### src/rtl/tfr_pkg.sv
package tfr_pkg;
  localparam int FSC_W = 6;
  localparam logic [FSC_W-1:0] TAG_FSC = 6'h11;
  localparam int SYN_W = FSC_W + 1;

  typedef enum logic [1:0] {
    MODE_OFF   = 2'd0,
    MODE_SYNC  = 2'd1,
    MODE_ASYNC = 2'd2,
    MODE_SPLIT = 2'd3
  } resp_mode_e;

  // synchronous report wanted for this mode and direction
  function automatic logic wants_sync(resp_mode_e m, logic wr);
    return (m == MODE_SYNC) || ((m == MODE_SPLIT) && !wr);
  endfunction

  // asynchronous flag wanted for this mode and direction
  function automatic logic wants_async(resp_mode_e m, logic wr);
    return (m == MODE_ASYNC) || ((m == MODE_SPLIT) && wr);
  endfunction

  function automatic logic [SYN_W-1:0] make_syndrome(logic wr);
    return {wr, TAG_FSC};
  endfunction
endpackage

### src/rtl/tfr_mode_select.sv
module tfr_mode_select
  import tfr_pkg::*;
#(
  parameter int CTRL_W     = 64,
  parameter int UNPRIV_LSB = 38,
  parameter int PRIV_LSB   = 40
) (
  input  logic [CTRL_W-1:0] ctrl_i,
  input  logic              unpriv_i,
  output resp_mode_e        mode_o
);
  logic ctrl_unused;
  assign ctrl_unused = ^ctrl_i;

  logic [1:0] unpriv_field, priv_field;
  assign unpriv_field = ctrl_i[UNPRIV_LSB +: 2];
  assign priv_field   = ctrl_i[PRIV_LSB +: 2];

  assign mode_o = resp_mode_e'(unpriv_i ? unpriv_field : priv_field);
endmodule

### src/rtl/tfr_response_decode.sv
module tfr_response_decode
  import tfr_pkg::*;
(
  input  logic       fail_i,
  input  resp_mode_e mode_i,
  input  logic       is_write_i,
  output logic       sync_hit_o,
  output logic       async_hit_o
);
  assign sync_hit_o  = fail_i && wants_sync(mode_i, is_write_i);
  assign async_hit_o = fail_i && wants_async(mode_i, is_write_i);
endmodule

### src/rtl/tfr_async_flags.sv
module tfr_async_flags #(
  parameter int NFLAGS = 2,
  localparam int IDX_W = (NFLAGS > 1) ? $clog2(NFLAGS) : 1
) (
  input  logic              clk,
  input  logic              rst_n,
  input  logic              async_hit_i,
  input  logic [IDX_W-1:0]  sel_bits_i,
  input  logic              two_range_i,
  input  logic              clr_i,
  input  logic [NFLAGS-1:0] clr_mask_i,
  output logic [NFLAGS-1:0] set_vec_o,
  output logic [NFLAGS-1:0] flags_o
);
  logic [IDX_W-1:0] idx;
  assign idx = two_range_i ? sel_bits_i : '0;

  logic [NFLAGS-1:0] flags_q;

  for (genvar k = 0; k < NFLAGS; k++) begin : g_flag
    assign set_vec_o[k] = async_hit_i && (idx == IDX_W'(k));

    always_ff @(posedge clk or negedge rst_n) begin
      if (!rst_n) begin
        flags_q[k] <= 1'b0;
      end else begin
        // set is applied after the clear so a same-cycle set survives
        flags_q[k] <= (flags_q[k] && !(clr_i && clr_mask_i[k])) || set_vec_o[k];
      end
    end
  end

  assign flags_o = flags_q;
endmodule

### src/rtl/tag_fault_responder.sv
module tag_fault_responder
  import tfr_pkg::*;
#(
  parameter int ADDR_W     = 64,
  parameter int CTRL_W     = 64,
  parameter int SEL_BIT    = 55,
  parameter int UNPRIV_LSB = 38,
  parameter int PRIV_LSB   = 40,
  parameter int NFLAGS     = 2
) (
  input  logic              clk,
  input  logic              rst_n,
  input  logic              fail_i,
  input  logic [ADDR_W-1:0] fault_addr_i,
  input  logic              is_write_i,
  input  logic              unpriv_i,
  input  logic              two_range_i,
  input  logic [CTRL_W-1:0] ctrl_i,
  input  logic              sw_clr_i,
  input  logic [NFLAGS-1:0] sw_clr_mask_i,
  output logic              sync_req_o,
  output logic [SYN_W-1:0]  syndrome_o,
  output logic [ADDR_W-1:0] sync_addr_o,
  output logic [NFLAGS-1:0] async_flags_o
);
  localparam int IDX_W = (NFLAGS > 1) ? $clog2(NFLAGS) : 1;

  resp_mode_e        mode;
  logic              sync_hit;
  logic              async_hit;
  logic [NFLAGS-1:0] set_vec;

  tfr_mode_select #(
    .CTRL_W(CTRL_W), .UNPRIV_LSB(UNPRIV_LSB), .PRIV_LSB(PRIV_LSB)
  ) u_mode (
    .ctrl_i(ctrl_i), .unpriv_i(unpriv_i), .mode_o(mode)
  );

  tfr_response_decode u_dec (
    .fail_i(fail_i), .mode_i(mode), .is_write_i(is_write_i),
    .sync_hit_o(sync_hit), .async_hit_o(async_hit)
  );

  tfr_async_flags #(.NFLAGS(NFLAGS)) u_flags (
    .clk(clk), .rst_n(rst_n),
    .async_hit_i(async_hit),
    .sel_bits_i(fault_addr_i[SEL_BIT +: IDX_W]),
    .two_range_i(two_range_i),
    .clr_i(sw_clr_i), .clr_mask_i(sw_clr_mask_i),
    .set_vec_o(set_vec), .flags_o(async_flags_o)
  );

  always_ff @(posedge clk or negedge rst_n) begin
    if (!rst_n) begin
      sync_req_o  <= 1'b0;
      syndrome_o  <= '0;
      sync_addr_o <= '0;
    end else begin
      sync_req_o <= sync_hit;
      if (sync_hit) begin
        syndrome_o  <= make_syndrome(is_write_i);
        sync_addr_o <= fault_addr_i;
      end
    end
  end
endmodule

### config.mk
export PLATFORM = sky130hd
export DESIGN_NAME = tag_fault_responder
export DESIGN_NICKNAME = d
export VERILOG_FILES = /design/src/rtl/tfr_pkg.sv /design/src/rtl/tfr_mode_select.sv /design/src/rtl/tfr_response_decode.sv /design/src/rtl/tfr_async_flags.sv /design/src/rtl/tag_fault_responder.sv
export SDC_FILE = /design/constraint.sdc
export NUM_CORES = 1
export LEC_CHECK = 0
export ABC_AREA = 1
export BUFFER_PORTS_ARGS = -buffer_cell sky130_fd_sc_hd__buf_2
export CAP_MARGIN = 20
export CORE_MARGIN = 2
export CORE_UTILIZATION = 40
export DETAILED_ROUTE_END_ITERATION = 8
export HOLD_SLACK_MARGIN = 0.05
export PLACE_DENSITY_LB_ADDON = 0.3
export SLEW_MARGIN = 5
export SYNTH_ARGS = -nofsm -noshare
export SYNTH_HDL_FRONTEND = slang
export SYNTH_SLANG_ARGS = --single-unit
### constraint.sdc
create_clock -name clk -period 0.8 [get_ports clk]
set_input_delay 0.08 -clock clk [delete_from_list [all_inputs] [get_ports clk]]
set_output_delay 0.08 -clock clk [all_outputs]
set_load 0.05 [all_outputs]
# Yosys cells after proc, flatten, opt, wreduce, memory -nomap -nowiden
# Index checks and enable logic that the tools add are counted.
# word_totals
regBits,70
out_inout_bits,74
romBits,0
mem_bits_rw,0
n_memories,0
latch_bits,0
inputBits,137
# classes
reduce_logical,17
multipliers,0
mux,2
bitwise,1
eq_ne,3
div,0
order_cmp,0
n_shift,0
add_sub_neg,0
# op_table
op,count
$logic_and 1x1->1,10
$eq 2x2->1 const B,2
$logic_or 1x1->1,4
$logic_not 1->1,3
$eq 2x1->1 const B,1
$mux 2,1
$mux 1,1
$not 1->1,1

# Depth between registers and ports, before layout
# Gate-level depths: netlist of the first run.
# depth
depth_word,7
ltp_mapped,9

# Hierarchy
# From an unflattened synthesis of the first run, not the netlist that was laid out.
# hier_totals
cells_unflattened,309
area_unflattened_um2,2695.1
# by_module_without_submodules
mod,seq_area_each_um2,instances,area_each_um2,cells_per_inst
tag_fault_responder,1676.6,1,2555.0,284
tfr_async_flags,50.0,1,92.6,13
tfr_mode_select,0.0,1,26.3,7
tfr_response_decode,0.0,1,21.3,5

# Worst setup path after synthesis of the first run
# OpenSTA, ideal clock, no wires.
# synth_timing
kind,flip-flop to output port
start,register syndrome_o[4]
end,output port syndrome_o[4]
slack_ns,-0.184
path_stages_with_launch,2
t_required_ns,0.720
arrival_ns,0.904
cell_sequence,dfrtp_1 -> buf_4
# synth_lines
element,line_no,source
from (decl),tag_fault_responder.sv:22,"output logic [SYN_W-1:0] syndrome_o,"
from (signal assigned),tag_fault_responder.sv:61,syndrome_o <= make_syndrome(is_write_i);
# No word-level cell between the ends.

# Worst setup path after layout of the first run
# layout_timing
start,register sync_addr_o[60]
end,output port sync_addr_o[60]
# layout_lines
element,line_no,source
from (decl),tag_fault_responder.sv:23,"output logic [ADDR_W-1:0] sync_addr_o,"
from (signal assigned),tag_fault_responder.sv:62,sync_addr_o <= fault_addr_i;
# No word-level cell between the ends.

==> results.json, run 1 <==
{
  "status": "complete, but fails checks",
  "violations": "negative setup slack",
  "nNetsFinal": 698,
  "hold_viol": 0,
  "fin_tns_setup_ns": -12.21,
  "synthCells": 320,
  "ys_seq_area_share_pct": 60.4,
  "rr_startpoint": "sync_addr_o[38]",
  "synth.avg_cell_area_um2": 8.93,
  "grt_max_degree": 36,
  "power.share.clock_pct": 18.7,
  "drv_cap": 0,
  "wl_um": 10000,
  "cts_tree": "built",
  "seqPwrFrac_pct": 36.8,
  "power.switching_mw": 5.17,
  "hold_end": "syndrome_o[6]",
  "drive_gt1_share_pct": 44.7,
  "pwr-share-comb_pct": 44.5,
  "path_cells": "buf_6",
  "max-vdd-ir-drop_mv": 1.38,
  "fmax_mhz": 1000,
  "die-area_mm2": 0.00783,
  "rsz0062_at_grt": "true",
  "yosys_warnings": 0,
  "crit_buf_inv": 1,
  "cp-start-kind": "register",
  "fin_crit_sh_pct": 125,
  "ioPinCount": 211,
  "ff2ff_path_depth": 3,
  "grt-ovfl-total": 0,
  "critPathKind": "reg2out",
  "p_int_mw": 7.49,
  "clk_latency_ns": 0.33,
  "cts_buffers": 9,
  "powerDensity_mw_per_mm2": 2320,
  "antenna_found_initial": 1,
  "arrival_ns": 0.92,
  "clockBufferDepth": 2,
  "syn2layout_area_growth_pct": 90.7,
  "htreeDepth": 3,
  "cp_max_fo": 2,
  "cp_slowest_stage_delay_ns": 0.43,
  "dp_hpwl_um": 5280,
  "path_clk_slew_ns": 0.07,
  "drcViolationCount": 0,
  "core-area_mm2": 0.00687,
  "cp_top_family": "flip-flops",
  "leakagePower_nw": 2.85,
  "synth-seq-cells": 69,
  "hold_depth": 4,
  "post-place-ws_ns": -0.424,
  "cts-root-buf": "clkbuf_8",
  "syn_area_mm2": 0.00286,
  "hold_class": "in2reg",
  "die_y_um": 88.5,
  "grt.total_usage_pct": 23.4,
  "required_ns": 0.72,
  "rows": 30,
  "io_buffer_count": 146,
  "cts_sinks": 69,
  "ys_types": 15,
  "drt_iter0_drc": 155,
  "layout_min_cycle_time_ns": 0.998,
  "first_pass_iters": 4,
  "cp-end-kind": "output pin",
  "grt_pass1_vias": 3031,
  "start_util_pct": 41.6,
  "finalSetupViolCount": 70,
  "vias": 3132,
  "skew_ns": 0,
  "worstHoldStart": "is_write_i",
  "timing.hold.ws_ns": 0.139,
  "wl_per_cell_um": 15.1,
  "postRouteAntennaNets": 0,
  "fillers": 446,
  "globalplace.congestion": 0.730,
  "slew_violations": 0,
  "grt_pass1_wl_um": 14000,
  "power.switching_fraction_pct": 40.9,
  "via_per_inst": 4.72,
  "slowest_stage": "dfrtp_2",
  "power_mw": 12.7,
  "worst-r2r-setup-slack_ns": 0.02,
  "die_x_um": 88.5,
  "r2r_end": "sync_addr_o[38]",
  "setup_ws_ns": -0.198
}
[kinds of logic (layout without fill, tap and decap cells)]
kind of cell	count (synthesis)	in the layout	share of synthesized area, %
buffers and inverters	34	276	7.31
AND/OR/NAND/NOR	216	217	32.1
flip-flops	69	69	60.4
other	1	5	0.131
[per-layer routing]
| metal | vias up | global-route usage [%] | wire length [um] |
|---|---|---|---|
| met5 | - | 0 | 0 |
| met3 | 21 | 5.22 | 605 |
| met1 | 1491 | 28.9 | 3920 |
| met4 | 0 | 9.23 | 226 |
| li1 | 1487 | - | - |
| met2 | 133 | 40.1 | 5260 |
[flip-flops by register name, summed over array words and instances (netlist names)]
register         flops
sync_addr_o         64
sync_req_o           1
syndrome_o           2
u_flags.flags_o      2
[worst max path at each step]
stage	from	to	slack (ns)	depth (start not counted)
after CTS	sync_addr_o[60]	sync_addr_o[60]	-0.21	1
after floorplan	unpriv_i	sync_addr_o[11]	-0.07	9
after detailed placement	unpriv_i	sync_addr_o[45]	-0.42	9
after global routing	sync_addr_o[56]	sync_addr_o[56]	-0.23	1
after global placement	unpriv_i	sync_addr_o[11]	-0.34	9
final	sync_addr_o[60]	sync_addr_o[60]	-0.20	1
[cell type report]
type                            count  area [um^2]  area share [%]
Timing Repair Buffer              252         2330            42.8
Sequential cell                    69         1780            32.6
Multi-Input combinational cell    221         1010            18.5
Clock buffer                       14          143            2.62
Tap cell                           96          120            2.21
Inverter                            8         52.6           0.965
Clock inverter                      2         12.5           0.230
Antenna cell                        1         2.50          0.0459
[synthesized netlist by cell type]
cell / count / share of area [%]
nand2_1: 144 / 19
dfrtp_1: 69 / 60
nand3_1: 66 / 12
buf_4: 11 / 2.9
buf_2: 8 / 1.4
inv_1: 7 / 0.92
buf_6: 4 / 1.6
clkbuf_1: 3 / 0.39
nand3b_1: 2 / 0.53
conb_1: 1 / 0.13
inv_2: 1 / 0.13
nand2_2: 1 / 0.22
nand3_2: 1 / 0.35
nor2_1: 1 / 0.13
nor2_4: 1 / 0.39
[worst reg2reg max path: cells and delay by family (launching register included)]
family                 cells  cell delay [ns]
buffers and inverters      1             0.14
DFF                        1             0.40
and+or+nand+nor            2             0.13
[power by group through the flow]
stage	registers (mW)	logic, mW	clock network, mW
detailed placement	4.54	4.15	0
floorplan	6.73	0.825	0
global placement	4.54	4.08	0
CTS	4.64	5.24	2.42
finish	4.66	5.63	2.37
global route	4.72	5.91	2.58
[cell usage in the layout, fill, tap and decap left out, types with 2 or more instances in the layout]
| master | synthesis | layout |
|---|---|---|
| buf_4 | 11 | 23 |
| clkbuf_8 | 0 | 9 |
| nand2_2 | 1 | 9 |
| inv_1 | 7 | 5 |
| nand2_1 | 144 | 132 |
| buf_2 | 8 | 73 |
| buf_12 | 0 | 6 |
| conb_1 | 1 | 4 |
| dfrtp_2 | 0 | 40 |
| nand3_1 | 66 | 66 |
| clkbuf_1 | 3 | 5 |
| buf_6 | 4 | 76 |
| nand3b_1 | 2 | 2 |
| dlygate4sd3_1 | 0 | 69 |
| dfrtp_1 | 69 | 29 |
| clkbuf_16 | 0 | 5 |
| nand2_4 | 0 | 4 |
[through the flow]
stage               cell area (um^2)  util (%)  std cells
floorplan                       2970         -        323
global placement                3770      54.9        553
detailed placement              3770      54.9        553
CTS                             5100      74.3        644
global route                    5450      79.3        663
finish                          5450      79.3        663
[timing repair]
item | CTS | global route
pin swaps | 1 | 3
endpoints found under the setup margin | 135 | 137
gates cloned | 0 | 8
hold buffers | 69 | 0
setup buffers | 6 | 13
endpoints found under the hold margin | 135 | 0
gates resized for setup | 141 | 24
Power figures use the tool's default switching activity.
==> run 2: changes to the inputs <==
--- a/config.mk
+++ b/config.mk
@@ -7,12 +7,12 @@
 export LEC_CHECK = 0
 export ABC_AREA = 1
 export BUFFER_PORTS_ARGS = -buffer_cell sky130_fd_sc_hd__buf_2
-export CAP_MARGIN = 20
 export CORE_MARGIN = 2
 export CORE_UTILIZATION = 40
 export DETAILED_ROUTE_END_ITERATION = 8
 export HOLD_SLACK_MARGIN = 0.05
 export PLACE_DENSITY_LB_ADDON = 0.3
+export REMOVE_ABC_BUFFERS = 1
 export SLEW_MARGIN = 5
 export SYNTH_ARGS = -nofsm -noshare
 export SYNTH_HDL_FRONTEND = slang
==> results.json, run 2 (same netlist as run 1, synthesis figures left out) <==
{
  "status": "complete, but fails checks",
  "violations": "negative setup slack",
  "drt_iter0_drc": 106,
  "dp_hpwl_um": 4970,
  "power.switching_fraction_pct": 40.6,
  "cts_sinks": 69,
  "syn2layout_area_growth_pct": 95.9,
  "via_per_inst": 4.83,
  "placed_cell_area_mm2": 0.00370,
  "drv_cap": 0,
  "rows": 30,
  "grt.total_usage_pct": 24.0,
  "hold_viol": 0,
  "cts-root-buf": "clkbuf_8",
  "vias": 3279,
  "power_mw": 13.0,
  "slowest_stage": "dfrtp_1",
  "diodes": 0,
  "globalplace.congestion": 0.778,
  "slew_violations": 0,
  "ff_latch_area_mm2": 0.00173,
  "core-area_mm2": 0.00687,
  "cts_buffers": 9,
  "hold_class": "in2reg",
  "path_clk_slew_ns": 0.07,
  "design_area_mm2": 0.00560,
  "mostFrequentLayoutCells": "106 x nand2_1, 74 x buf_2, 74 x buf_6",
  "wl_per_cell_um": 16.2,
  "crit_buf_inv": 1,
  "p_int_mw": 7.75,
  "fmax_mhz": 984,
  "start_util_pct": 41.6,
  "skew_ns": 0,
  "fillers": 412,
  "place_inst": 555,
  "cts_tree": "built",
  "arrival_ns": 0.94,
  "clk_latency_ns": 0.33,
  "grt_pass1_wl_um": 14300,
  "die_y_um": 88.5,
  "cp-end-kind": "output pin",
  "rsz0062_at_grt": "true",
  "final_util_pct": 81.5,
  "seqPwrFrac_pct": 35.3,
  "grt_pass1_vias": 3090,
  "antenna_found_initial": 0,
  "grt_max_degree": 44,
  "power.share.clock_pct": 18.9,
  "die_x_um": 88.5,
  "multiInputGateArea_mm2": 0.00109,
  "critPathKind": "reg2out",
  "post-place-ws_ns": -0.285,
  "htreeDepth": 3,
  "ioPinCount": 211,
  "wl_um": 11000,
  "final_cells": 679,
  "setup_ws_ns": -0.217,
  "max-vdd-ir-drop_mv": 1.56,
  "fin_crit_sh_pct": 127,
  "first_pass_iters": 4,
  "cp_top_family": "flip-flops",
  "io_buffer_count": 146,
  "clockBufferDepth": 2,
  "drcViolationCount": 0,
  "pwr-share-comb_pct": 45.8,
  "powerDensity_mw_per_mm2": 2330,
  "path_cells": "buf_6",
  "drive_gt1_share_pct": 44.6,
  "die-area_mm2": 0.00783,
  "leakagePower_nw": 3.00,
  "cp_slowest_stage_delay_ns": 0.42,
  "power.switching_mw": 5.30,
  "finalSetupViolCount": 101,
  "largest_register_ffs": 64,
  "top_register": "sync_addr_o",
  "postRouteAntennaNets": 0,
  "cp_max_fo": 3,
  "nNetsFinal": 717,
  "grt-ovfl-total": 0,
  "layout_min_cycle_time_ns": 1.02,
  "required_ns": 0.72,
  "cp-start-kind": "register",
  "final_common_cell": "nand2_1"
}
==> run 2: cell types whose count changed in the layout (fill, tap and decap cells not counted), sizes merged <==
cell | before | now
clkinv | 1 | 2
clkinvlp | 1 | 0
buf | 178 | 198
clkbuf | 19 | 16
diode | 1 | 0
==> run 2: final timing paths <==
path	start	to	slack [ns]	depth (start not counted)
max	syndrome_o[4]	syndrome_o[0]	-0.22	1
min	is_write_i	syndrome_o[6]	0.14	4
max reg2reg	sync_addr_o[42]	sync_addr_o[42]	0.02	3
min reg2reg	sync_addr_o[14]	sync_addr_o[14]	0.50	2
max in group asynchronous	rst_n	sync_addr_o[34]	0.33	3
min in group asynchronous	rst_n	sync_addr_o[42]	0.26	3
==> run 2: per-layer routing <==
layer / global-route usage [%] / up-vias / routed length [um]
li1: - / 1524 / -
met1: 27.5 / 1576 / 4180
met2: 42.3 / 157 / 5810
met3: 6.72 / 22 / 781
met4: 9.78 / 0 / 250
met5: 0 / - / 0
==> run 2: through the flow <==
| step | setup TNS (ns) | hold slack, ns |
|---|---|---|
| 5_1_grt | -16.42 | 0.134 |
| 2_1_floorplan | -85.14 | -0.216 |
| 6_report | -12.93 | 0.137 |
| 4_1_cts | -12.47 | 0.100 |
| 3_3_place_gp | -15.53 | 0.0646 |
| 3_5_place_dp | -16.84 | 0.0620 |
==> run 2: power groups by stage <==
stage	combinational (mW)	clock, mW	sequential, mW
global route	6.27	2.65	4.66
finish	5.97	2.46	4.61
detailed placement	4.12	0	4.46
floorplan	0.699	0	6.65
global placement	4.06	0	4.47
CTS	5.30	2.49	4.56
==> run 2: area by class of cell <==
type,instances,share of cell area [%]
clock buffers,12,2.77
clock inverters,2,0.179
inverters,8,0.581
multi-input cells,221,19.5
flip-flops and latches,69,30.9
well taps,96,2.15
repair buffers,271,44.0
==> run 2: timing repair <==
item | CTS | global route
hold endpoints to repair | 135 | 0
cloned | 0 | 8
pin swaps | 0 | 8
gates resized for setup | 140 | 64
setup endpoints to repair | 70 | 107
buffers inserted | 14 | 23
hold buffers | 69 | 0
